**src/rtl/nmp_pkg.sv**
```systemverilog
package nmp_pkg;

   typedef enum logic [3:0] {
      ST_IDLE,
      ST_BBCHK,
      ST_LOAD,
      ST_ADDR,
      ST_ADL,
      ST_DATA,
      ST_CONF,
      ST_DBSY,
      ST_WB,
      ST_RBWAIT,
      ST_STCMD,
      ST_STRD,
      ST_FIN
   } seq_state_t;

   localparam logic [7:0] CMD_LOAD_FIRST = 8'h80;
   localparam logic [7:0] CMD_LOAD_NEXT  = 8'h81;
   localparam logic [7:0] CMD_CONF_MID   = 8'h11;
   localparam logic [7:0] CMD_CONF_LAST  = 8'h10;
   localparam logic [7:0] CMD_STATUS     = 8'h70;

   localparam int ADDR_CYCLES = 5;

   function automatic int ns_to_cyc(input int ns, input int clk_ns);
      return (ns + clk_ns - 1) / clk_ns;
   endfunction

   function automatic int max3(input int a, input int b, input int c);
      int m;
      m = (a > b) ? a : b;
      return (m > c) ? m : c;
   endfunction

   function automatic int bits_for(input int n);
      return (n > 1) ? $clog2(n) : 1;
   endfunction

endpackage

```
**src/rtl/nmp_wait_timer.sv**
```systemverilog
module nmp_wait_timer #(
   parameter int CNT_W = 8
) (
   input  logic             clk,
   input  logic             rst_n,
   input  logic             load,
   input  logic [CNT_W-1:0] load_val,
   output logic             expired
);

   logic [CNT_W-1:0] cnt_q;

   always_ff @(posedge clk or negedge rst_n) begin
      if (!rst_n) begin
         cnt_q <= '0;
      end else if (load) begin
         cnt_q <= load_val;
      end else if (cnt_q != '0) begin
         cnt_q <= cnt_q - 1'b1;
      end
   end

   assign expired = (cnt_q == '0);

endmodule

```
**src/rtl/nmp_position.sv**
```systemverilog
module nmp_position #(
   parameter int UNITS  = 8,
   parameter int PAGES  = 64,
   parameter int BLOCKS = 1024,
   parameter int UNIT_W = 3,
   parameter int PG_W   = 6,
   parameter int BLK_W  = 10
) (
   input  logic              clk,
   input  logic              rst_n,
   input  logic              step,
   input  logic              skip,
   input  logic              bb_clear,
   output logic [UNIT_W-1:0] unit,
   output logic [PG_W-1:0]   page,
   output logic [BLK_W-1:0]  block,
   output logic              need_bb
);

   localparam logic [UNIT_W-1:0] UNIT_LAST = UNIT_W'(UNITS - 1);
   localparam logic [PG_W-1:0]   PAGE_LAST = PG_W'(PAGES - 1);
   localparam logic [BLK_W-1:0]  BLK_LAST  = BLK_W'(BLOCKS - 1);

   logic [BLK_W-1:0] block_inc;

   assign block_inc = (block == BLK_LAST) ? '0 : block + 1'b1;

   always_ff @(posedge clk or negedge rst_n) begin
      if (!rst_n) begin
         unit    <= '0;
         page    <= '0;
         block   <= '0;
         need_bb <= 1'b1;
      end else begin
         if (skip) begin
            block <= block_inc;
         end else if (step) begin
            if (unit == UNIT_LAST) begin
               unit <= '0;
               if (page == PAGE_LAST) begin
                  page    <= '0;
                  block   <= block_inc;
                  need_bb <= 1'b1;
               end else begin
                  page <= page + 1'b1;
               end
            end else begin
               unit <= unit + 1'b1;
            end
         end
         if (bb_clear) begin
            need_bb <= 1'b0;
         end
      end
   end

endmodule

```
**src/rtl/nmp_addr_map.sv**
```systemverilog
module nmp_addr_map #(
   parameter int UNITS  = 8,
   parameter int UNIT_W = 3,
   parameter int PG_W   = 6,
   parameter int PL_W   = 1,
   parameter int BLK_W  = 10
) (
   input  logic [2:0]        idx,
   input  logic [PL_W-1:0]   plane,
   input  logic [PG_W-1:0]   page,
   input  logic [BLK_W-1:0]  block,
   input  logic [UNIT_W-1:0] unit,
   input  logic              ce_active,
   output logic [7:0]        abyte,
   output logic [UNITS-1:0]  ce_n
);

   localparam int ROW_W = PG_W + PL_W + BLK_W;

   logic [23:0] row;

   assign row = 24'({block, plane, page});

   always_comb begin
      unique case (idx)
         3'd2:    abyte = row[7:0];
         3'd3:    abyte = row[15:8];
         3'd4:    abyte = row[23:16];
         default: abyte = 8'h00;
      endcase
   end

   if (UNITS == 1) begin : g_single_unit
      assign ce_n[0] = ~ce_active;
   end else begin : g_multi_unit
      for (genvar u = 0; u < UNITS; u++) begin : g_ce
         assign ce_n[u] = ~(ce_active && (unit == UNIT_W'(u)));
      end
   end

   if (ROW_W > 24) begin : g_row_check
      $error("row address does not fit three address cycles");
   end

endmodule

```
**src/rtl/nand_mp_prog_seq.sv**
```systemverilog
module nand_mp_prog_seq
   import nmp_pkg::*;
#(
   parameter int CLK_NS     = 5,
   parameter int T_ADL_NS   = 70,
   parameter int T_DBSY_NS  = 500,
   parameter int T_WB_NS    = 100,
   parameter int PAGE_BYTES = 4096,
   parameter int PLANES     = 2,
   parameter int UNITS      = 8,
   parameter int PAGES      = 64,
   parameter int BLOCKS     = 1024,
   parameter int LVL_W      = 13,
   localparam int BLK_W     = bits_for(BLOCKS)
) (
   input  logic             clk,
   input  logic             rst_n,
   input  logic             start,
   output logic             busy,
   output logic             done,
   output logic             fail,
   input  logic [LVL_W-1:0] fifo_level,
   input  logic [7:0]       fifo_data,
   output logic             fifo_rd,
   output logic [UNITS-1:0] nand_ce_n,
   output logic             nand_cle,
   output logic             nand_ale,
   output logic             nand_we,
   output logic             nand_re,
   output logic [7:0]       nand_dq,
   input  logic [7:0]       nand_dq_in,
   input  logic             nand_rb,
   output logic             bb_req,
   output logic [BLK_W-1:0] bb_blk,
   input  logic             bb_ack,
   input  logic             bb_bad
);

   localparam int UNIT_W   = bits_for(UNITS);
   localparam int PG_W     = bits_for(PAGES);
   localparam int PL_W     = bits_for(PLANES);
   localparam int BYTE_W   = bits_for(PAGE_BYTES);
   localparam int ADL_CYC  = ns_to_cyc(T_ADL_NS, CLK_NS);
   localparam int DBSY_CYC = ns_to_cyc(T_DBSY_NS, CLK_NS);
   localparam int WB_CYC   = ns_to_cyc(T_WB_NS, CLK_NS);
   localparam int TMR_W    = $clog2(max3(ADL_CYC, DBSY_CYC, WB_CYC) + 1);

   localparam logic [BYTE_W-1:0] BYTE_LAST  = BYTE_W'(PAGE_BYTES - 1);
   localparam logic [PL_W-1:0]   PLANE_LAST = PL_W'(PLANES - 1);
   localparam logic [2:0]        ADDR_LAST  = 3'(ADDR_CYCLES - 1);

   if (CLK_NS < 1) begin : g_chk_clk
      $error("CLK_NS must be at least 1");
   end
   if (PLANES < 2) begin : g_chk_planes
      $error("PLANES must be at least 2");
   end
   if (PAGE_BYTES < 2) begin : g_chk_page
      $error("PAGE_BYTES must be at least 2");
   end
   if (ADL_CYC < 1 || DBSY_CYC < 1 || WB_CYC < 1) begin : g_chk_waits
      $error("every wait must last at least one cycle");
   end

   seq_state_t        state_q, state_d;
   logic [2:0]        aidx_q;
   logic [BYTE_W-1:0] bcnt_q;
   logic [PL_W-1:0]   plane_q;
   logic              fail_q;

   logic              tmr_load;
   logic [TMR_W-1:0]  tmr_val;
   logic              tmr_done;

   logic [UNIT_W-1:0] unit;
   logic [PG_W-1:0]   page;
   logic [BLK_W-1:0]  block;
   logic              need_bb;
   logic              pos_step, pos_skip, pos_clear;

   logic [7:0]        abyte;
   logic              ce_active;
   logic              take_byte;
   logic              last_plane;

   assign last_plane = (plane_q == PLANE_LAST);
   assign take_byte  = (state_q == ST_DATA) && (fifo_level != '0);
   assign pos_step   = (state_q == ST_FIN);
   assign pos_skip   = (state_q == ST_BBCHK) && bb_ack && bb_bad;
   assign pos_clear  = (state_q == ST_BBCHK) && bb_ack && !bb_bad;
   assign ce_active  = !(state_q inside {ST_IDLE, ST_BBCHK, ST_FIN});

   nmp_wait_timer #(
      .CNT_W(TMR_W)
   ) u_timer (
      .clk      (clk),
      .rst_n    (rst_n),
      .load     (tmr_load),
      .load_val (tmr_val),
      .expired  (tmr_done)
   );

   nmp_position #(
      .UNITS  (UNITS),
      .PAGES  (PAGES),
      .BLOCKS (BLOCKS),
      .UNIT_W (UNIT_W),
      .PG_W   (PG_W),
      .BLK_W  (BLK_W)
   ) u_pos (
      .clk      (clk),
      .rst_n    (rst_n),
      .step     (pos_step),
      .skip     (pos_skip),
      .bb_clear (pos_clear),
      .unit     (unit),
      .page     (page),
      .block    (block),
      .need_bb  (need_bb)
   );

   nmp_addr_map #(
      .UNITS  (UNITS),
      .UNIT_W (UNIT_W),
      .PG_W   (PG_W),
      .PL_W   (PL_W),
      .BLK_W  (BLK_W)
   ) u_map (
      .idx       (aidx_q),
      .plane     (plane_q),
      .page      (page),
      .block     (block),
      .unit      (unit),
      .ce_active (ce_active),
      .abyte     (abyte),
      .ce_n      (nand_ce_n)
   );

   // next state and wait loading
   always_comb begin
      state_d  = state_q;
      tmr_load = 1'b0;
      tmr_val  = '0;
      unique case (state_q)
         ST_IDLE:   if (start) state_d = need_bb ? ST_BBCHK : ST_LOAD;
         ST_BBCHK:  if (bb_ack && !bb_bad) state_d = ST_LOAD;
         ST_LOAD:   state_d = ST_ADDR;
         ST_ADDR: begin
            if (aidx_q == ADDR_LAST) begin
               state_d  = ST_ADL;
               tmr_load = 1'b1;
               tmr_val  = TMR_W'(ADL_CYC - 1);
            end
         end
         ST_ADL:    if (tmr_done) state_d = ST_DATA;
         ST_DATA:   if (take_byte && bcnt_q == BYTE_LAST) state_d = ST_CONF;
         ST_CONF: begin
            tmr_load = 1'b1;
            if (last_plane) begin
               state_d = ST_WB;
               tmr_val = TMR_W'(WB_CYC - 1);
            end else begin
               state_d = ST_DBSY;
               tmr_val = TMR_W'(DBSY_CYC - 1);
            end
         end
         ST_DBSY:   if (tmr_done) state_d = ST_LOAD;
         ST_WB:     if (tmr_done) state_d = ST_RBWAIT;
         ST_RBWAIT: if (nand_rb) state_d = ST_STCMD;
         ST_STCMD:  state_d = ST_STRD;
         ST_STRD:   state_d = ST_FIN;
         ST_FIN:    state_d = ST_IDLE;
         default:   state_d = ST_IDLE;
      endcase
   end

   always_ff @(posedge clk or negedge rst_n) begin
      if (!rst_n) begin
         state_q <= ST_IDLE;
         aidx_q  <= '0;
         bcnt_q  <= '0;
         plane_q <= '0;
         fail_q  <= 1'b0;
      end else begin
         state_q <= state_d;
         unique case (state_q)
            ST_IDLE:  plane_q <= '0;
            ST_LOAD:  aidx_q  <= '0;
            ST_ADDR:  aidx_q  <= aidx_q + 1'b1;
            ST_ADL:   bcnt_q  <= '0;
            ST_DATA:  if (take_byte) bcnt_q <= bcnt_q + 1'b1;
            ST_DBSY:  if (tmr_done) plane_q <= plane_q + 1'b1;
            ST_STRD:  fail_q  <= nand_dq_in[0];
            default:  ;
         endcase
      end
   end

   // bus drive, decoded from the present state
   always_comb begin
      nand_cle = 1'b0;
      nand_ale = 1'b0;
      nand_dq  = 8'h00;
      unique case (state_q)
         ST_LOAD: begin
            nand_cle = 1'b1;
            nand_dq  = (plane_q == '0) ? CMD_LOAD_FIRST : CMD_LOAD_NEXT;
         end
         ST_ADDR: begin
            nand_ale = 1'b1;
            nand_dq  = abyte;
         end
         ST_DATA:  nand_dq = take_byte ? fifo_data : 8'h00;
         ST_CONF: begin
            nand_cle = 1'b1;
            nand_dq  = last_plane ? CMD_CONF_LAST : CMD_CONF_MID;
         end
         ST_STCMD: begin
            nand_cle = 1'b1;
            nand_dq  = CMD_STATUS;
         end
         default: ;
      endcase
   end

   assign nand_we = nand_cle | nand_ale | take_byte;
   assign fifo_rd = take_byte;
   assign nand_re = (state_q == ST_STRD);
   assign bb_req  = (state_q == ST_BBCHK);
   assign bb_blk  = block;
   assign busy    = (state_q != ST_IDLE);
   assign done    = (state_q == ST_FIN);
   assign fail    = fail_q;

endmodule

```
**config.mk**
```make
export PLATFORM = sky130hd
export DESIGN_NAME = nand_mp_prog_seq
export DESIGN_NICKNAME = d
export VERILOG_FILES = /design/src/rtl/nmp_pkg.sv /design/src/rtl/nmp_wait_timer.sv /design/src/rtl/nmp_position.sv /design/src/rtl/nmp_addr_map.sv /design/src/rtl/nand_mp_prog_seq.sv
export SDC_FILE = /design/constraint.sdc
export NUM_CORES = 1
export LEC_CHECK = 0
export CORE_MARGIN = 1.5
export CORE_UTILIZATION = 30
export DETAILED_ROUTE_END_ITERATION = 6
export DONT_BUFFER_PORTS = 1
export PLACE_DENSITY = 0.45
export RECOVER_POWER = 50
export SYNTH_ARGS = -nofsm -noshare
export SYNTH_HDL_FRONTEND = slang
export SYNTH_SLANG_ARGS = --single-unit
export TNS_END_PERCENT = 5
```
**constraint.sdc**
```tcl
create_clock -name clk -period 2.8 [get_ports clk]
set_clock_uncertainty 0.05 [all_clocks]
set_input_delay 0.84 -clock clk [delete_from_list [all_inputs] [get_ports clk]]
set_output_delay 0.84 -clock clk [all_outputs]
set_load 0.005 [all_outputs]
```
==> results.sh <==
export IMPL_drt_first_pass_iters=4
export IMPL_synth_edf_count=0
export IMPL_power_density_nw_per_um2=806.1
export IMPL_p_leak_nw=1.497
export IMPL_drt_total_wl_mm=7.829
export IMPL_cpPeakStageDelay_ns=0.38
export IMPL_drt_iter0_markers=87
export IMPL_dieHeight_um=105.4
export IMPL_vias=2497
export IMPL_grt_max_degree=49
export IMPL_ir_drop_v=0.0003544
export IMPL_cts_clk_slew_worst_paths_ns=0.10
export IMPL_grt_pass1_vias=2592
export IMPL_holdWs_ns=0.1716
export IMPL_grt_usage_pct=14.65
export IMPL_cts_buffers=5
export IMPL_clock_fmax_ghz=0.3627
export IMPL_grt_util_met2_pct=23.25
export IMPL_cp_slowest_cell="a221o_1"
export IMPL_coreArea_um2=10230
export IMPL_yosysSeqAreaShare_pct=38.21
export IMPL_fin_ws_ns=0.04290
export IMPL_synth_largest_area_cell="dfrtp_1"
export IMPL_setup_tns_ns=0
export IMPL_gp_congestion=0.7336
export IMPL_final_min_clock_period_ns=2.757
export IMPL_endpoint_kind="output port"
export IMPL_drtAntennaViolNets=0
export IMPL_yosysMostFrequentCell="dfrtp_1"
export IMPL_die_area_um2=11110
export IMPL_ys_flop_type="dfrtp_1"
export IMPL_ctsHtreeMaxLevel=2
export IMPL_clock_latency_ns=0.30
export IMPL_synth_avg_cell_area_um2=9.042
export IMPL_rsz0062_at_grt="true"
export IMPL_start_util_pct=30.76
export IMPL_synth_top_area_share_pct=37.38
export IMPL_cts_hold_buf=0
export IMPL_async_reset_ff_share_pct=100.0
export IMPL_die_x_um=105.4
export IMPL_ys_ff_latch=48
export IMPL_drc=0
export IMPL_num_antenna_cells=0
export IMPL_cts_root_buf="clkbuf_8"
export IMPL_std_cell_rows=37
export IMPL_hp_class="input port to async pin"
export IMPL_synthTopCellsByArea="dfrtp_1 37%, ha_1 6.0%, nand2_1 5.2%, o21ai_0 4.1%, nor2_1 4.1%"
export IMPL_fin_util_pct=34.05
export IMPL_yosysUniqueCellTypes=57
export IMPL_syn_inst=348
export IMPL_hold_viol_final=0
export IMPL_wire_per_inst_um=15.98
export IMPL_slew_violations=0
export IMPL_synthesis_area_um2=3147
export IMPL_ys_warn_count=0
export IMPL_worst_pin_slew_ns=0.5224
export IMPL_grt_antenna_before_repair=0
export IMPL_area_growth_pct=10.70
export IMPL_routed_via_density=5.096
export IMPL_relSlewSlack_pct=65.02
export IMPL_fillers=1053
export IMPL_maxCapViolCount=0
export IMPL_synth_nets=398
export IMPL_final_net_count=403
export IMPL_worst_path_max_fanout=9
export IMPL_fin_crit_sh_pct=98.47
export IMPL_grt_overflow=0
export IMPL_io_pins=70
export IMPL_required_ns=1.91
export IMPL_dp_slack_ns=-0.02701
export IMPL_tritoncts="yes"
export IMPL_setup_violations_final=0
export IMPL_dpl_hpwl_mm=5.663
export IMPL_status="complete, no violations"
export IMPL_totalPowerFinal_w=0.002808
export IMPL_crit_arrival_ns=1.87
export IMPL_drive_gt1_share_pct=12.15
export IMPL_met1_usage_pct=19.48
export IMPL_cp_start_kind="input port"
export IMPL_grt_pass1_wl_mm=12.87
export IMPL_clock_sinks=48
export IMPL_synth_common_cells="47 x dfrtp_1, 44 x nand2_1, 34 x nor2_1"
export IMPL_cts_buffer_depth=2
export IMPL_portBuffers=0
export IMPL_critPathKind="input port to output port"
export IMPL_top_usage_layer="met2"
export IMPL_use_met3_pct=4.082
export IMPL_worstPathCellList="nor4_2 > nand4_1 > nand2_2 > inv_4 > a221o_1"
-- final timing paths --
path	slack [ns]	from	to	cells past startpoint
setup reg to reg	0.61	state_q[1]$_DFFE_PN0P_	u_pos.page[5]$_DFFE_PN0P_	7
max in group asynchronous	2.35	rst_n	u_pos.need_bb$_DFFE_PN1P_	0
hold reg to reg	0.49	u_pos.page[5]$_DFFE_PN0P_	u_pos.page[5]$_DFFE_PN0P_	1
hold / removal	0.17	rst_n	u_timer.cnt_q[1]$_DFFE_PN0P_	0
setup / recovery	0.04	fifo_level[7]	nand_dq[0]	5
min in group clk	0.49	u_pos.page[5]$_DFFE_PN0P_	u_pos.page[5]$_DFFE_PN0P_	1
-- worst max-delay path: cells and delay by family --
family,cells,cell delay (ns)
buffers and inverters,1,0.08
AND/OR/NAND/NOR,3,0.57
AO/OA/AOI/OAI,1,0.38
-- layout make-up --
type / instances / area (um^2) / area share [%]
Tap cell: 136 / 170.2 / 4.885
Timing Repair Buffer: 14 / 117.6 / 3.376
Inverter: 16 / 62.56 / 1.796
Multi-Input combinational cell: 268 / 1804 / 51.80
Clock inverter: 1 / 30.03 / 0.8621
Clock buffer: 7 / 96.34 / 2.766
Sequential cell: 48 / 1202 / 34.52
-- stage by stage --
stage                     instance area [um^2]  cells
after detailed placement                  3336    480
after global placement                    3336    480
final                                     3483    490
after global routing                      3483    490
after floorplan                           3147    348
after CTS                                 3476    489
-- report_power, final --
group / internal (W) / switching, W
sequential: 0.000855 / 0.000201
combinational: 0.000516 / 0.000673
clock: 0.000316 / 0.000246
total: 0.00169 / 0.00112
-- metal layers --
layer  wire length [um]  up-vias  part of all wire, %
met5                  0        -                    0
met4                 86        0                  1.1
met3                471        7                  6.0
met2               3461       67                   44
met1               3809     1175                   49
li1                   -     1248                    -
-- sequential cells by signal, indices dropped and copies added, names as in the netlist --
signal / cells
bcnt_q: 12
u_pos.page: 6
state_q: 4
u_pos.block: 10
last_plane: 1
fail: 1
aidx_q: 3
u_timer.cnt_q: 7
u_pos.need_bb: 1
u_pos.unit: 3
-- cells by family (layout without fill, tap and decap cells) --
group,after synthesis,count (layout),synth area share [%]
xor+xnor,26,26,7.237
mux,4,4,1.431
compound gates,69,69,15.51
flops,48,48,38.21
buf+inv,32,38,4.572
fa+ha+maj,16,16,6.282
simple gates,153,153,26.76
-- cells in the final DEF, fill, tap and decap left out, types with 2 or more instances in the layout --
cell and n:
mux2_1 2, or2_2 2, xnor2_1 14, nor2_1 34, a22o_1 10, nor4_1 2, a21oi_1 6, nand2b_1 4
and3_1 3, a21o_1 2, nand4_1 15, o21ai_0 26, clkbuf_8 7, and4_1 3, nor4b_1 3, nor2b_1 4
buf_4 13, a221o_1 5, nand2_1 43, nor3b_1 2, ha_1 14, inv_1 14, o22ai_1 2, or3_1 2
xor2_1 12, mux2_2 2, o211ai_1 2, nand3b_1 3, and2_1 3, o31ai_1 6, nand3_1 9, nor4_2 2
nor3_1 8, dfrtp_1 47
-- what timing repair did --
item,CTS,global route
hold endpoints to repair,0,0
buffers inserted,1,1
endpoints found under the setup margin,6,6
pin swaps,2,7
gates resized for setup,3,5
No activity file was read; power rests on OpenSTA's default activity.
